**config.mk**
```make
export PLATFORM = sky130hd
export DESIGN_NAME = fsb_cmd_port
export DESIGN_NICKNAME = d
export VERILOG_FILES = /design/src/rtl/fsb_cmd_port.sv
export SDC_FILE = /design/constraint.sdc
export NUM_CORES = 1
export LEC_CHECK = 0
export BUFFER_PORTS_ARGS = -buffer_cell sky130_fd_sc_hd__buf_2
export CORE_ASPECT_RATIO = 1.4
export CORE_MARGIN = 1
export CORE_UTILIZATION = 25
export CTS_CLUSTER_SIZE = 8
export DETAILED_ROUTE_END_ITERATION = 7
export GPL_TIMING_DRIVEN = 1
export PLACE_DENSITY = 0.45
export SLEW_MARGIN = 20
export SYNTH_ARGS = -nofsm -noshare
export SYNTH_HDL_FRONTEND = slang
export SYNTH_SLANG_ARGS = --single-unit
```
**constraint.sdc**
```tcl
create_clock -name sclk -period 1.55 [get_ports sclk]
set_clock_uncertainty 0.05 [all_clocks]
set_input_delay 0.3875 -clock sclk [delete_from_list [all_inputs] [get_ports sclk]]
set_output_delay 0.3875 -clock sclk [all_outputs]
set_load 0.01 [all_outputs]
```
**src/rtl/fsb_cmd_port.sv**
```systemverilog
module fsb_cmd_port #(
  parameter int ADDR_W = 7,
  parameter int DATA_W = 8,
  parameter int TMO    = 32
) (
  input  logic              sclk,
  input  logic              rst,
  input  logic              req_valid,
  input  logic              req_write,
  input  logic [ADDR_W-1:0] req_addr,
  input  logic [DATA_W-1:0] req_wdata,
  input  logic              rx_long,
  input  logic              rx_fs,
  input  logic              rx_dat,
  output logic              busy,
  output logic              tx_fs,
  output logic              tx_dat,
  output logic              rsp_valid,
  output logic [DATA_W-1:0] rsp_data,
  output logic              timeout
);
  localparam int WORD_W = 1 + ADDR_W + DATA_W;
  localparam int TXC_W  = $clog2(WORD_W + 2);
  localparam int RXC_W  = $clog2(2 * WORD_W + 1);
  localparam int TC_W   = $clog2(TMO + 1);

  typedef enum logic [1:0] {S_IDLE, S_RD, S_WR} st_t;

  st_t               st;
  logic [WORD_W-1:0] tx_sr;
  logic [TXC_W-1:0]  tx_cnt;
  logic [TC_W-1:0]   tcnt;
  logic [DATA_W-1:0] rx_sr;
  logic [RXC_W-1:0]  rx_cnt;
  logic              rx_started, rx_done;

  assign busy = (st != S_IDLE) || (tx_cnt != '0);
  wire accept = req_valid && !busy;
  wire armed  = (st == S_RD);

  // launch side: rising edge
  always_ff @(posedge sclk) begin
    if (rst) begin
      st        <= S_IDLE;
      tx_sr     <= '0;
      tx_cnt    <= '0;
      tcnt      <= '0;
      tx_fs     <= 1'b0;
      tx_dat    <= 1'b0;
      rsp_valid <= 1'b0;
      rsp_data  <= '0;
      timeout   <= 1'b0;
    end else begin
      rsp_valid <= 1'b0;
      timeout   <= 1'b0;
      if (accept) begin
        st     <= req_write ? S_WR : S_RD;
        tx_sr  <= {req_write, req_addr, req_write ? req_wdata : {DATA_W{1'b0}}};
        tx_cnt <= TXC_W'(WORD_W + 1);
        tx_fs  <= 1'b1;
        tx_dat <= 1'b0;
        tcnt   <= '0;
      end else begin
        if (tx_cnt != '0) begin
          tx_cnt <= tx_cnt - 1'b1;
          tx_fs  <= 1'b0;
          tx_dat <= (tx_cnt > TXC_W'(1)) ? tx_sr[WORD_W-1] : 1'b0;
          tx_sr  <= tx_sr << 1;
        end
        case (st)
          S_RD: begin
            if (!rx_started) tcnt <= tcnt + 1'b1;
            if (rx_done) begin
              st        <= S_IDLE;
              rsp_valid <= 1'b1;
              rsp_data  <= rx_sr;
            end else if (!rx_started && tcnt == TC_W'(TMO - 1)) begin
              st      <= S_IDLE;
              timeout <= 1'b1;
            end
          end
          S_WR: if (tx_cnt == TXC_W'(1)) st <= S_IDLE;
          default: ;
        endcase
      end
    end
  end

  // capture side: falling edge
  always_ff @(negedge sclk) begin
    if (rst || !armed) begin
      rx_cnt     <= '0;
      rx_started <= 1'b0;
      rx_done    <= 1'b0;
      if (rst) rx_sr <= '0;
    end else if (rx_cnt != '0) begin
      rx_sr  <= {rx_sr[DATA_W-2:0], rx_dat};
      rx_cnt <= rx_cnt - 1'b1;
      if (rx_cnt == RXC_W'(1)) rx_done <= 1'b1;
    end else if (!rx_started && rx_fs) begin
      rx_started <= 1'b1;
      rx_cnt     <= rx_long ? RXC_W'(2 * WORD_W) : RXC_W'(WORD_W);
    end
  end

  assert_fs_single_R3: assert property (@(posedge sclk) disable iff (rst)
    tx_fs |=> !tx_fs);
  assert_accept_busy_R2: assert property (@(posedge sclk) disable iff (rst)
    (req_valid && !busy) |=> (busy && tx_fs));
  assert_fs_needs_busy_R3: assert property (@(posedge sclk) disable iff (rst)
    tx_fs |-> busy);
  assert_rsp_idle_R6: assert property (@(posedge sclk) disable iff (rst)
    rsp_valid |-> !busy);
  assert_tmo_idle_R8: assert property (@(posedge sclk) disable iff (rst)
    timeout |-> (!busy && !rsp_valid));
  assert_rsp_pulse_R6: assert property (@(posedge sclk) disable iff (rst)
    rsp_valid |=> !rsp_valid);
endmodule

```
# Yosys cells after proc, flatten, opt, wreduce, memory -nomap -nowiden
# Cells that the tools add are included.
[classes]
n_reduce_logical = 24
addsub = 3
n_lt_le_gt_ge = 1
n_eq_ne = 8
n_bitwise = 4
mul = 0
n_div = 0
mux = 22
n_shift = 0
[ops]
columns = ["operator", "count"]
rows = [
  ["$mux W16", 2],
  ["$mux W8", 4],
  ["$mux W6", 3],
  ["$mux W2", 5],
  ["$mux W5", 2],
  ["$reduce_and A2 Y1", 4],
  ["$reduce_bool A2 Y1", 4],
  ["$add A6 B1 Y6 const B", 1],
  ["$eq A6 B1 Y1 const B", 1],
  ["$eq A6 B5 Y1 const B", 1],
  ["$reduce_and A3 Y1", 2],
  ["$reduce_bool A6 Y1", 1],
  ["$sub A6 B1 Y6 const B", 1],
  ["$eq A5 B1 Y1 const B", 1],
  ["$gt A5 B1 Y1 const B", 1],
  ["$mux W1", 5],
  ["$reduce_bool A5 Y1", 1],
  ["$sub A5 B1 Y5 const B", 1],
  ["$ne A4 B3 Y1 const B", 1],
  ["$not A1 Y1", 4],
  ["$pmux W2 S2", 1],
  ["$reduce_or A4 Y1", 1],
  ["$logic_and A1 B1 Y1", 3],
  ["$logic_not A1 Y1", 3],
  ["other kinds (8)", 9],
]
[totals]
latchBits = 0
rom_bits = 0
mem_bits_rw = 0
wordCells = 76
in_bits = 22
reg_bits = 57
n_memories = 0
out_inout_bits = 13

# Longest topological paths before layout
[logic_depth]
depth_word = 6
depth_mapped = 7
mapped_depth_nobuf = 6

==> metrics.md <==
| Metric | Value |
|---|---|
| First-pass GRT wire length | 10320 um |
| Outcome | finished with violations |
| Mean Syn Cell Area | 9.110 sq um |
| # rows | 42 |
| Clock latency on the worst-skew pair | roughly 0.39 ns |
| Met2 usage | 0.2222 |
| Critical Path Fanout Max | 4 |
| Min Hold Slack | ~0.28 ns |
| Drt wl/cell | 12.58 um |
| Port bufs | 34 |
| Final Core Density | 0.3837 |
| Final WL | around 6300 um |
| M1 GR Usage | 0.1502 |
| Bufs on Longest Clock Path | 2 |
| Placeable Area | ~9600 sq um |
| Ordered list of cells on the worst path | nor3b_4 -> nand4_1 -> xor2_1 -> nor2_1 |
| Worst-path clk slew | about 0.060 ns |
| Max H-tree Level | 3 |
| Flop-to-flop setup slack | -0.43 ns |
| Fin cells | approximately 500 |
| Unrepaired setup endpoints after global routing | true |
| Initial antenna violation count | 0 |
| Cts bufs inserted | 9 |
| Via density | between 4 and 5 |
| Hold WC Path Type | input port to flip-flop |
| Max Cap Viol | 0 |
| DP HPWL | about 4100 um |
| Cells after synthesis | 274 |
| Fillcell total | roughly 1100 |
| Critical Path Max Stage Delay | between 0.3 and 0.4 ns |
| Post-synthesis sequential area ratio | 0.4892 |
| Pwr Density | 1653 nW/um^2 |
| Residual DRC count | 0 |
| Die Y | between 100 and 150 um |
| Die X | between 80 and 90 um |
| Worst setup SP type | flip-flop |
| Largest net degree at the start of global routing | 36 |
| Yosys warning total | 0 |
| CTS tree | yes |
| Antenna-violating nets left | 0 |
| Delay-heaviest family, CP | simple AND/OR/NAND/NOR gates |
| Proportion of layout cells with a drive suffix above 1 | 0.3774 |
| Total GRT Usage | 0.1288 |
| Slowest stage cell, crit path | dfxtp_4 |
| Clock Sinks | 57 |
| Gp weighted congestion | around 0.77 |
| M3 GR Usage | 0.03345 |
| Worst Setup End Kind | flip-flop |
| Final net count | slightly below 400 |
| Final Worst Setup Slack | -0.4263 ns |
| Drt first pass iters | 4 |
| Area grow syn2layout | 47.02% |
| Drt first-iter violations | slightly below 50 |
| Total chip power | 6.064 mW |
| Syn Nets | ~300 |
| Commonest non-fill, non-tap cell in the layout | dfxtp_1 |
| Commonest non-fill, non-tap cells in the layout | 43 x dfxtp_1, 36 x nand2_1, 33 x buf_2 |
| CP bufs+invs | 0 |
| Slew HR | 0.7268 |
| WP data required | 1.71 ns |
| Number of diodes | 0 |
| Peak supply drop | 0.7644 mV |
| Via Count | 2265 |
| Synth cell types | 43 |
| #FFs+latches synth | 57 |
| Critical path type | flip-flop to flip-flop |
| Hold Vio Cnt, Final | 0 |
| Final setup fails | slightly below 50 |
| Die area | about 10000 sq um |
| Clock root buffer | clkbuf_16 |
| Mapped Area | ~2500 sq um |
| Slew Limit Fails | 0 |
| Initial Util | 0.2610 |
| Dpl cells | around 460 |
| I/O pin count | 35 |
| Most Used Layer, Global Route | met2 |
| Failing checks | setup timing |
| Critical path arrival | 2.14 ns |
| Static leakage | approximately 1.5 nW |
| Hold buffers post-CTS | 0 |
| Grt total ovfl | 0 |
| Slew @ Worst Pin | 0.4098 ns |
| Number of global-route vias before repair | between 2000 and 2500 |
## metrics by stage
step | TNS (ns) | area [sq um] | worst slack, ns
final | -10.32 | 3670 | -0.4263
after global routing | -13.40 | 3670 | -0.5497
after CTS | -10.33 | 3508 | -0.4023
after detailed placement | -13.91 | 3012 | -0.4254
after global placement | -13.53 | 3012 | -0.4152
after floorplan | -9.184 | 2589 | -0.4000
## cells in the mapped netlist, drive strengths merged
cell type	count	area (sq um)
a31oi	3	18.77
nand4b	1	8.760
o21ai	6	30.03
mux2	1	11.26
nor3	7	35.03
a311oi	15	131.4
o31ai	2	15.01
xnor2	3	26.28
nand4	5	31.28
dfxtp	49	980.9
inv	7	26.28
nand3	17	85.08
a21o	1	7.510
a211oi	1	7.510
nor2	35	133.9
ha	6	75.07
and2b	1	7.510
o211a	1	10.01
xor2	3	26.28
buf	8	61.31
a21oi	15	75.07
o32ai	1	8.760
nor2b	1	6.260
nand2	43	171.4
a21boi	1	7.510
and3	1	6.260
edfxtp	8	240.2
nor4	1	21.27
a32oi	2	17.52
nand2b	5	31.28
clkbuf	6	22.52
nor4b	1	23.77
nand3b	2	15.01
and4b	1	10.01
nor3b	2	31.28
mux2i	1	10.01
and2	11	68.82
## tightest hold or removal path, stage by stage
cell and delay, ns:
buf_2 0.09, nand2_1 0.04, a311oi_1 0.07
## registers in the layout (all words and copies together) (netlist names), 2 cells and up
signal / flops
st: 2
tx_sr: 16
rsp_data: 8
tx_cnt: 5
rx_sr: 8
rx_cnt: 6
tcnt: 6
## power breakdown
part / internal [mW] / switching (mW) / total, mW / leakage (nW)
combinational: 1.08 / 1.06 / 2.14 / 0.833
sequential: 1.78 / 0.159 / 1.93 / 0.485
clock: 1.16 / 0.832 / 1.99 / 0.226
## layer usage
| layer | part of all wire | vias up | wire [um] |
|---|---|---|---|
| met2 | 0.52 | 38 | 3319 |
| li1 | - | 1154 | - |
| met3 | 0.033 | 7 | 206 |
| met4 | 0.015 | 0 | 95 |
| met5 | 0 | - | 0 |
| met1 | 0.43 | 1066 | 2706 |
## area by class of cell
type	instances	area, sq um	share of cell area
multi-input combinational	198	1330	0.3624
sequential	57	1236	0.3369
timing repair buffer	78	573.1	0.1562
clock buffer	9	225.2	0.06137
tap	132	165.2	0.04501
clock inverter	23	117.6	0.03205
inverter	6	22.52	0.006137
## cell families (layout without fill, tap and decap cells)
logic type | Yosys count | after routing | share of synthesized area
compound gates | 48 | 48 | 0.1318
xor+xnor | 6 | 6 | 0.02106
flops | 57 | 57 | 0.4892
mux | 2 | 2 | 0.008521
fa+ha+maj | 6 | 6 | 0.03007
simple gates | 134 | 136 | 0.2752
buf+inv | 21 | 116 | 0.04411
## final timing paths
kind                 endpoint  cells past startpoint         from
hold / removal      tx_sr[10]                      3  req_addr[2]
setup / recovery      tcnt[3]                      4   rx_started
setup reg to reg      tcnt[3]                      4   rx_started
hold reg to reg   rsp_data[2]                      2  rsp_data[2]
## what timing repair did
item	CTS	global route
resized for setup	27	25
pin swaps	20	20
endpoints found under the setup margin	42	60
gates cloned	2	3
endpoints found under the hold margin	0	0
buffers inserted	5	7
Note: power is estimated with default switching activity, not from simulation.
